$ cat src/rtl/ccr_pkg.sv
// Package: shared encodings for the condition code unit.
// Assumes an 8-bit register and five status flags held in a fixed bit layout.
package ccr_pkg;

    localparam int CCR_W  = 8;
    localparam int NFLAG  = 5;

    // Register bit positions (S X H I N Z V C from bit 7 down)
    localparam int POS_C = 0;
    localparam int POS_V = 1;
    localparam int POS_Z = 2;
    localparam int POS_N = 3;
    localparam int POS_I = 4;
    localparam int POS_H = 5;
    localparam int POS_X = 6;
    localparam int POS_S = 7;

    localparam logic [CCR_W-1:0] CCR_RESET = 8'hD0;

    // Status vector indices
    localparam int SI_C = 0;
    localparam int SI_V = 1;
    localparam int SI_Z = 2;
    localparam int SI_N = 3;
    localparam int SI_H = 4;

    typedef logic [NFLAG-1:0] status_t;

    typedef enum logic [3:0] {
        CLS_PASS   = 4'd0,
        CLS_ADD8   = 4'd1,
        CLS_SUB8   = 4'd2,
        CLS_CMP8   = 4'd3,
        CLS_LOGIC  = 4'd4,
        CLS_LDST   = 4'd5,
        CLS_SHIFT  = 4'd6,
        CLS_MULDIV = 4'd7,
        CLS_IDX16  = 4'd8,
        CLS_ADD16  = 4'd9,
        CLS_SUB16  = 4'd10
    } op_class_e;

    // Map a status index to its register bit position
    function automatic int stat_pos(input int idx);
        case (idx)
            SI_C:    return POS_C;
            SI_V:    return POS_V;
            SI_Z:    return POS_Z;
            SI_N:    return POS_N;
            default: return POS_H;
        endcase
    endfunction

    // Which status flags a class is allowed to write
    function automatic status_t write_mask(input logic [3:0] cls);
        status_t m;
        m = '0;
        case (cls)
            CLS_ADD8:                    m = 5'b11111;
            CLS_SUB8, CLS_CMP8,
            CLS_SHIFT,
            CLS_ADD16, CLS_SUB16:        begin m[SI_C] = 1'b1; m[SI_V] = 1'b1; m[SI_Z] = 1'b1; m[SI_N] = 1'b1; end
            CLS_LOGIC, CLS_LDST:         begin m[SI_V] = 1'b1; m[SI_Z] = 1'b1; m[SI_N] = 1'b1; end
            CLS_MULDIV:                  begin m[SI_C] = 1'b1; m[SI_Z] = 1'b1; end
            CLS_IDX16:                   m[SI_Z] = 1'b1;
            default:                     m = '0;
        endcase
        return m;
    endfunction

endpackage

$ cat src/rtl/ccr_flag_calc.sv
// Module: ccr_flag_calc
// Computes candidate values of all five status flags for the presented class.
// Assumes: purely combinational; flags the class does not own are don't-care
// here and are discarded by the merge stage.
module ccr_flag_calc
    import ccr_pkg::*;
#(
    parameter int NARROW_W = 8,
    parameter int WIDE_W   = 16
) (
    input  logic [3:0]        cls,
    input  logic [WIDE_W-1:0] res,
    input  logic              a_msb,
    input  logic              b_msb,
    input  logic              carry,
    input  logic              half,
    input  logic              sh_out,
    input  logic              md_stat,
    output status_t           cand
);
    localparam int NMSB = NARROW_W - 1;
    localparam int WMSB = WIDE_W - 1;

    logic n8, n16, z8, z16;
    logic v_add8, v_sub8, v_add16, v_sub16;

    // Sign and zero of both result widths
    always_comb begin
        n8  = res[NMSB];
        n16 = res[WMSB];
        z8  = (res[NMSB:0] == '0);
        z16 = (res == '0);
    end

    // Two's-complement overflow for add and subtract at both widths
    always_comb begin
        v_add8  = ( a_msb &  b_msb & ~n8 ) | (~a_msb & ~b_msb &  n8 );
        v_sub8  = ( a_msb & ~b_msb & ~n8 ) | (~a_msb &  b_msb &  n8 );
        v_add16 = ( a_msb &  b_msb & ~n16) | (~a_msb & ~b_msb &  n16);
        v_sub16 = ( a_msb & ~b_msb & ~n16) | (~a_msb &  b_msb &  n16);
    end

    // Per-class selection of candidate flag values
    always_comb begin
        cand = '0;
        case (cls)
            CLS_ADD8: begin
                cand[SI_C] = carry;  cand[SI_V] = v_add8;
                cand[SI_Z] = z8;     cand[SI_N] = n8;   cand[SI_H] = half;
            end
            CLS_SUB8, CLS_CMP8: begin
                cand[SI_C] = carry;  cand[SI_V] = v_sub8;
                cand[SI_Z] = z8;     cand[SI_N] = n8;
            end
            CLS_LOGIC, CLS_LDST: begin
                cand[SI_V] = 1'b0;   cand[SI_Z] = z8;   cand[SI_N] = n8;
            end
            CLS_SHIFT: begin
                cand[SI_C] = sh_out; cand[SI_V] = n8 ^ sh_out;
                cand[SI_Z] = z8;     cand[SI_N] = n8;
            end
            CLS_MULDIV: begin
                cand[SI_C] = md_stat; cand[SI_Z] = z16;
            end
            CLS_IDX16: begin
                cand[SI_Z] = z16;
            end
            CLS_ADD16: begin
                cand[SI_C] = carry;  cand[SI_V] = v_add16;
                cand[SI_Z] = z16;    cand[SI_N] = n16;
            end
            CLS_SUB16: begin
                cand[SI_C] = carry;  cand[SI_V] = v_sub16;
                cand[SI_Z] = z16;    cand[SI_N] = n16;
            end
            default: cand = '0;
        endcase
    end

endmodule

$ cat src/rtl/ccr_status_merge.sv
// Module: ccr_status_merge
// Combines candidate flags with the held flags under the class write mask.
// Assumes: the held status is extracted from the register by bit position.
module ccr_status_merge
    import ccr_pkg::*;
(
    input  logic [CCR_W-1:0] ccr_cur,
    input  logic [3:0]       cls,
    input  status_t          cand,
    output status_t          merged
);
    status_t mask;

    // Look up the writable flags for this class
    always_comb mask = write_mask(cls);

    // One selector per flag: take the candidate only where the mask allows
    for (genvar gi = 0; gi < NFLAG; gi++) begin : g_flag
        localparam int P = stat_pos(gi);
        assign merged[gi] = mask[gi] ? cand[gi] : ccr_cur[P];
    end

endmodule

$ cat src/rtl/ccr_store.sv
// Module: ccr_store
// Holds the 8-bit register; applies reset, full write or merged flag update.
// Assumes: synchronous active-low reset; a full write has priority over updates.
module ccr_store
    import ccr_pkg::*;
(
    input  logic             clk,
    input  logic             rst_n,
    input  logic             wr_en,
    input  logic [CCR_W-1:0] wr_data,
    input  logic             upd_en,
    input  status_t          merged,
    output logic [CCR_W-1:0] ccr_q
);
    logic [CCR_W-1:0] upd_val;

    // Overlay merged status flags; control bits pass through untouched
    always_comb begin
        upd_val        = ccr_q;
        upd_val[POS_C] = merged[SI_C];
        upd_val[POS_V] = merged[SI_V];
        upd_val[POS_Z] = merged[SI_Z];
        upd_val[POS_N] = merged[SI_N];
        upd_val[POS_H] = merged[SI_H];
    end

    // Register update with reset, write and update priority
    always_ff @(posedge clk) begin
        if (!rst_n)       ccr_q <= CCR_RESET;
        else if (wr_en)   ccr_q <= wr_data;
        else if (upd_en)  ccr_q <= upd_val;
    end

endmodule

$ cat src/rtl/ccr_unit.sv
// Module: ccr_unit (top)
// Condition code register with per-class selective status flag update.
// Assumes: ALU outputs are valid in the cycle op_valid is high; results
// appear on ccr_q after the next rising edge.
module ccr_unit
    import ccr_pkg::*;
#(
    parameter int NARROW_W = 8,
    parameter int WIDE_W   = 16
) (
    input  logic              clk,
    input  logic              rst_n,
    input  logic              op_valid,
    input  logic [3:0]        op_class,
    input  logic [WIDE_W-1:0] alu_res,
    input  logic              src_a_msb,
    input  logic              src_b_msb,
    input  logic              alu_carry,
    input  logic              alu_half,
    input  logic              shift_out,
    input  logic              md_status,
    input  logic              wr_en,
    input  logic [7:0]        wr_data,
    output logic [7:0]        ccr_q
);
    status_t cand;
    status_t merged;

    ccr_flag_calc #(.NARROW_W(NARROW_W), .WIDE_W(WIDE_W)) u_calc (
        .cls     (op_class),
        .res     (alu_res),
        .a_msb   (src_a_msb),
        .b_msb   (src_b_msb),
        .carry   (alu_carry),
        .half    (alu_half),
        .sh_out  (shift_out),
        .md_stat (md_status),
        .cand    (cand)
    );

    ccr_status_merge u_merge (
        .ccr_cur (ccr_q),
        .cls     (op_class),
        .cand    (cand),
        .merged  (merged)
    );

    ccr_store u_store (
        .clk     (clk),
        .rst_n   (rst_n),
        .wr_en   (wr_en),
        .wr_data (wr_data),
        .upd_en  (op_valid),
        .merged  (merged),
        .ccr_q   (ccr_q)
    );

endmodule

$ cat config.mk
export PLATFORM = sky130hd
export DESIGN_NAME = ccr_unit
export DESIGN_NICKNAME = d
export VERILOG_FILES = /design/src/rtl/ccr_pkg.sv /design/src/rtl/ccr_flag_calc.sv /design/src/rtl/ccr_status_merge.sv /design/src/rtl/ccr_store.sv /design/src/rtl/ccr_unit.sv
export SDC_FILE = /design/constraint.sdc
export NUM_CORES = 1
export LEC_CHECK = 0
export ABC_AREA = 1
export BUFFER_PORTS_ARGS = -buffer_cell sky130_fd_sc_hd__clkbuf_2
export CAP_MARGIN = 0
export CORE_MARGIN = 4
export CORE_UTILIZATION = 43
export DETAILED_ROUTE_END_ITERATION = 8
export GPL_TIMING_DRIVEN = 0
export PLACE_DENSITY = 0.83
export SYNTH_ARGS = -nofsm -noshare
export SYNTH_HDL_FRONTEND = slang
export SYNTH_SLANG_ARGS = --single-unit
$ cat constraint.sdc
create_clock -name clk -period 1.1 [get_ports clk]
set_input_delay 0.055 -clock clk [delete_from_list [all_inputs] [get_ports clk]]
set_output_delay 0.055 -clock clk [all_outputs]
set_load 0.1 [all_outputs]
* Word level (Yosys, flattened, before mapping)
Cells that the tools add are included.
** Operators by class
- Muxes and demuxes :: 16
- Bitwise gates (word level) :: 21
- Equality and inequality tests :: 10
- Reduce and logical (&&, ||, !) cells :: 19
** Operators by type and width (number)
- 4-bit by 3-bit equality test with 1-bit output, second input constant :: 4
- 16-bit logical NOT :: 1
- 1-bit AND :: 12
- 4-bit equality test, second input constant :: 3
- 1-bit 2-to-1 mux :: 10
- 2-bit nonzero test :: 5
- 10-bit OR reduction :: 1
- 4-bit by 2-bit equality test with 1-bit output, second input constant :: 2
- 8-bit logical NOT :: 1
- 8-bit 2-to-1 mux :: 1
- 2-bit AND reduction :: 4
- 8-bit OR reduction :: 1
- 7-bit OR reduction :: 1
- 6-bit 2-to-1 mux :: 1
- 6-bit OR reduction :: 1
- 1-bit one-hot mux with 5 select lines :: 1
- 5-bit OR reduction :: 1
- 4-bit by 1-bit equality test with 1-bit output, second input constant :: 1
- 1-bit inverter :: 4
- 1-bit bitwise OR :: 4
- 1-bit one-hot mux with 2 select lines :: 2
- 2-bit OR reduction :: 2
- 4-bit OR reduction :: 1
- 1-bit one-hot mux with 3 select lines :: 1
- 1-bit XOR :: 1
** Storage, ports and cells
- Output and inout port bits :: 8
- Input port bits :: 38
- Bits in registers :: 8
- Logic and storage cells :: 71

* Depth between registers and ports, before layout
- Word-level depth :: 8
- Mapped depth :: 9
- Depth with buffers taken out :: 9

* Hierarchy
Synthesis repeated with hierarchy kept, for this count alone.
** Unflattened totals
- Cells, all modules :: 166
- Area, all modules :: 849.6 sq um
** By module, submodules not included
- ccr_store :: seq. area each 160.2 sq um, area each 351.6 sq um, cells an instance 51, instances 1
- ccr_flag_calc :: seq. area each 0.0 sq um, area each 332.8 sq um, cells an instance 79, instances 1
- ccr_status_merge :: seq. area each 0.0 sq um, area each 165.2 sq um, cells an instance 36, instances 1

* Worst setup path before layout
OpenSTA, ideal clock, no wires.
- Path kind :: register -> register
- Start point :: reg u_store.ccr_q[0] (netlist name)
- End point :: reg u_store.ccr_q[0]
- Buffers on the path :: 0
- Period minus slack after synthesis :: 1372 ps
- Setup slack :: -272 ps
- Setup time :: 64 ps
- Cell stages (with the launch flop) :: 7
- Arrival :: 1308 ps
- Data required time :: 1036 ps
- Cells stage by stage :: dfxtp_1 > inv_1 > nor2_1 > nand2_1 > nand2_1 > nor2_1 > nor2_1
** RTL lines
- to (signal assigned) :: RTL line ccr_store.sv:30 : else if (wr_en) ccr_q <= wr_data;
- to (signal assigned) :: RTL line ccr_store.sv:31 : else if (upd_en) ccr_q <= upd_val;
- to (decl) :: RTL line ccr_store.sv:13 : output logic [CCR_W-1:0] ccr_q

* Final worst setup path
- Start point :: reg u_store.ccr_q[1]
- End point :: out ccr_q[1]
** RTL lines
- to (decl) :: RTL line ccr_unit.sv:24 : output logic [7:0] ccr_q
No word-level cell between the ends.

==> PnR_summary.wiki <==
{| class="wikitable"
! Metric !! Value
|-
| Result of the run || finished clean
|-
| Number of slew-limit violations in the final report || 0
|-
| Count of max-cap constraint violations || 0
|-
| Netlist area before placement || 782 µm²
|-
| Setup_tns || 0 ns
|-
| Switching power || 0.000432 W
|-
| Post-Syn Instances || 135
|-
| Category of the critical setup timing path || flip-flop to output port
|-
| Yosys synthesis warning count || 0
|-
| Synthesized area per cell || 5.79 µm²
|-
| Clock tree from TritonCTS || built
|-
| RSZ-0062 raised after global routing || false
|-
| Top Ports || 46
|-
| Most flop-heavy register || u_store.ccr_q
|-
| Layout cells sized above 1 || 41.0%
|-
| Average wire length per cell after detail routing || 10.5 µm
|-
| Net switching fraction of the power || 42.8%
|-
| Pleak || 0.605 nW
|-
| Global-route usage over all layers || 17.6%
|-
| Deepest level of the CTS H-tree || 1
|-
| Register clock-pin slew on the reported worst setup and hold paths || 0.05 ns
|-
| XOR/XNOR share of the synthesized area || 1.12%
|-
| Antenna violations before repair || 0
|-
| Power share of the sequential group || 32.5%
|-
| Post-route cell area || 1070 µm²
|-
| Via count of the first global-routing pass || 955
|-
| ANT nets after route || 0
|-
| Floorplan Core Area || 1730 µm²
|-
| Core Util, Final || 62.0%
|-
| Count of buffering cells on the critical path with inverters included || 1
|-
| Final critical-path setup slack || 0.0164 ns
|-
| Max reg flops || 8
|-
| Hold violation total from the final report || 0
|-
| Max IR drop VDD || 924 µV
|-
| Detailed-router iteration count before antenna repair || 4
|-
| Routability-driven placement congestion ratio || 0.849
|-
| Maximum operating frequency || 923 MHz
|-
| Worst slack after detailed placement || -0.0976 ns
|-
| Final wirelength || 2190 µm
|-
| Pwr dens || 941 nW/µm²
|-
| Vertical die dimension || 50.6 µm
|-
| Initial core utilization || 45.3%
|-
| Setup-violating endpoint count in the final report || 0
|-
| Dominant delay contributor by cell family on the critical path || buffers and inverters
|-
| Launching element type of the critical path || flip-flop
|-
| Die outline area || 2560 µm²
|-
| Estimated wirelength of the detail-placed design || 1840 µm
|-
| Yosys reg bits || 8
|-
| Final worst path period share || 98.5%
|-
| Post-Syn Nets || 173
|-
| Placed cell areas || 1050 µm²
|-
| Async set or reset register ratio after synthesis || 0%
|-
| Final Skew || 0 ns
|-
| Crit path time final || 1.08 ns
|-
| Total via count after detailed routing || 1007
|-
| WP data required || 1.04 ns
|-
| Pin count of the biggest net entering global routing || 11
|-
| Die X-Extent || 50.6 µm
|-
| Yosys cell types || 27
|-
| Critical Path AT || 1.03 ns
|-
| Worst Path Max Fanout || 2
|-
| Largest registers || u_store.ccr_q: 8 flops
|-
| # port buffers || 45
|-
| Dominant register cell in the synthesized netlist || sky130_fd_sc_hd__dfxtp_1
|-
| Part of the total power dissipated in the clock network || 21.4%
|-
| Post-synth EDFFs || 0
|-
| Clock latency on the worst-skew pair || 0.25 ns
|-
| Final-stage net count || 223
|-
| Cell at the slowest stage of the critical path || sky130_fd_sc_hd__clkbuf_2
|-
| Actual slew at the worst max-slew pin || 0.541 ns
|-
| Largest stage delay on the critical path || 0.45 ns
|-
| Via density per instance || 4.84
|-
| Residual DRC || 0
|-
| Post-synthesis simple-gate area fraction || 57.6%
|-
| Cts bufs inserted || 3
|-
| Share of cell area taken by muxes after synthesis || 0%
|-
| Final-layout fill cell count || 174
|-
| Worst Hold Class || input port to flip-flop
|-
| Overflow after GRT || 0
|-
| Area growth from synthesis to layout || 37.0%
|-
| Sequential-to-total area share from yosys stat || 20.5%
|-
| Deepest clock path buffer count || 2
|-
| Post-synthesis compound-gate area fraction || 12.2%
|-
| Diode count || 0
|-
| Internal Power || 0.000576 W
|-
| Critical-path cell list || clkbuf_2
|-
| Sink Count || 8
|-
| Root Driver || sky130_fd_sc_hd__clkbuf_4
|-
| Combinational share of power || 46.2%
|-
| Iteration-0 DRC count of the detailed router || 16
|-
| Kind of capture point of the worst setup path || output port
|-
| First-pass GRT wire length || 3660 µm
|-
| Main combinational cell family by area after synthesis || simple AND/OR/NAND/NOR gates
|-
| Max_slew headroom || 64.1%
|-
| Synth Area in Adders || 0%
|-
| Total number of placement rows || 15
|}
[layout make-up]
type	instances	area, µm²	area share (%)
repair buffers	45	225	21.0
flip-flops and latches	8	170	15.9
inverters	16	60.1	5.61
multi-input cells	110	554	51.8
well taps	25	31.3	2.92
clock buffers	3	22.5	2.10
plain buffers	1	7.51	0.701
[tightest hold or removal path, stage by stage]
cell and delay [ns]:
sky130_fd_sc_hd__clkbuf_2 0.08, sky130_fd_sc_hd__nand2_1 0.04, sky130_fd_sc_hd__nand3_1 0.07
[placed cells by master (no fill, tap or decap), types with 3 or more instances in the layout]
cell type | netlist | layout
sky130_fd_sc_hd__nand2_1 | 43 | 43
sky130_fd_sc_hd__clkbuf_2 | 0 | 40
sky130_fd_sc_hd__nor2_1 | 21 | 21
sky130_fd_sc_hd__nand3_1 | 15 | 15
sky130_fd_sc_hd__inv_1 | 11 | 11
sky130_fd_sc_hd__dfxtp_2 | 0 | 8
sky130_fd_sc_hd__buf_2 | 0 | 5
sky130_fd_sc_hd__inv_2 | 4 | 4
sky130_fd_sc_hd__nor2_2 | 4 | 4
sky130_fd_sc_hd__a21oi_1 | 3 | 3
sky130_fd_sc_hd__nand4_1 | 3 | 3
sky130_fd_sc_hd__clkbuf_4 | 0 | 3
[routing by layer]
metal	up-vias	track usage [%]	part of all wire, %
met5	-	0	0
met2	31	33.5	51
met3	0	3.56	6.1
li1	530	-	-
met1	446	20.5	43
met4	0	2.24	0
[final timing paths]
kind                          from          endpoint  slack, ns  depth (start not counted)
setup reg to reg  u_store.ccr_q[0]  u_store.ccr_q[0]       0.34                          6
hold reg to reg   u_store.ccr_q[7]  u_store.ccr_q[7]       0.45                          2
setup / recovery  u_store.ccr_q[1]          ccr_q[1]       0.02                          1
hold / removal          wr_data[4]  u_store.ccr_q[4]       0.02                          3
[per-stage QoR]
step,hold slack (ns),total power (W),instances
CTS,0.0218,0.00101,208
global route,0.0281,0.00107,208
detailed placement,0.278,0.000796,205
global placement,0.268,0.000784,205
floorplan,0.139,0.000659,135
finish,0.0233,0.00101,208
[repair_timing]
action	CTS	global route
resized for setup	0	5
endpoints found under the setup margin	0	5
setup buffers	0	0
hold buffers	0	0
[power groups by stage]
stage	clock network, W	registers [W]	logic (W)
2_1_floorplan	0	0.000493	0.000166
3_3_place_gp	0	0.000332	0.000452
3_5_place_dp	0	0.000333	0.000463
4_1_cts	0.000221	0.000327	0.000465
5_1_grt	0.000240	0.000329	0.000505
6_report	0.000215	0.000327	0.000465
[logic make-up after synthesis]
kind of cell           Yosys count
buffers and inverters           17
flip-flops                       8
AND/OR/NAND/NOR                 96
XOR/XNOR                         1
AO/OA/AOI/OAI                   13
[cells in the mapped netlist, types with 2 or more instances]
master	n	area, µm²
sky130_fd_sc_hd__nand2_1	43	161
sky130_fd_sc_hd__nor2_1	21	78.8
sky130_fd_sc_hd__nand3_1	15	75.1
sky130_fd_sc_hd__inv_1	11	41.3
sky130_fd_sc_hd__dfxtp_1	8	160
sky130_fd_sc_hd__inv_2	4	15.0
sky130_fd_sc_hd__nor2_2	4	25.0
sky130_fd_sc_hd__a21oi_1	3	15.0
sky130_fd_sc_hd__nand4_1	3	18.8
sky130_fd_sc_hd__a21oi_2	2	17.5
sky130_fd_sc_hd__nand2_2	2	12.5
sky130_fd_sc_hd__nand2_4	2	22.5
sky130_fd_sc_hd__nor3_1	2	10.0
sky130_fd_sc_hd__o21ai_0	2	10.0
Power figures use the tool's default switching activity.
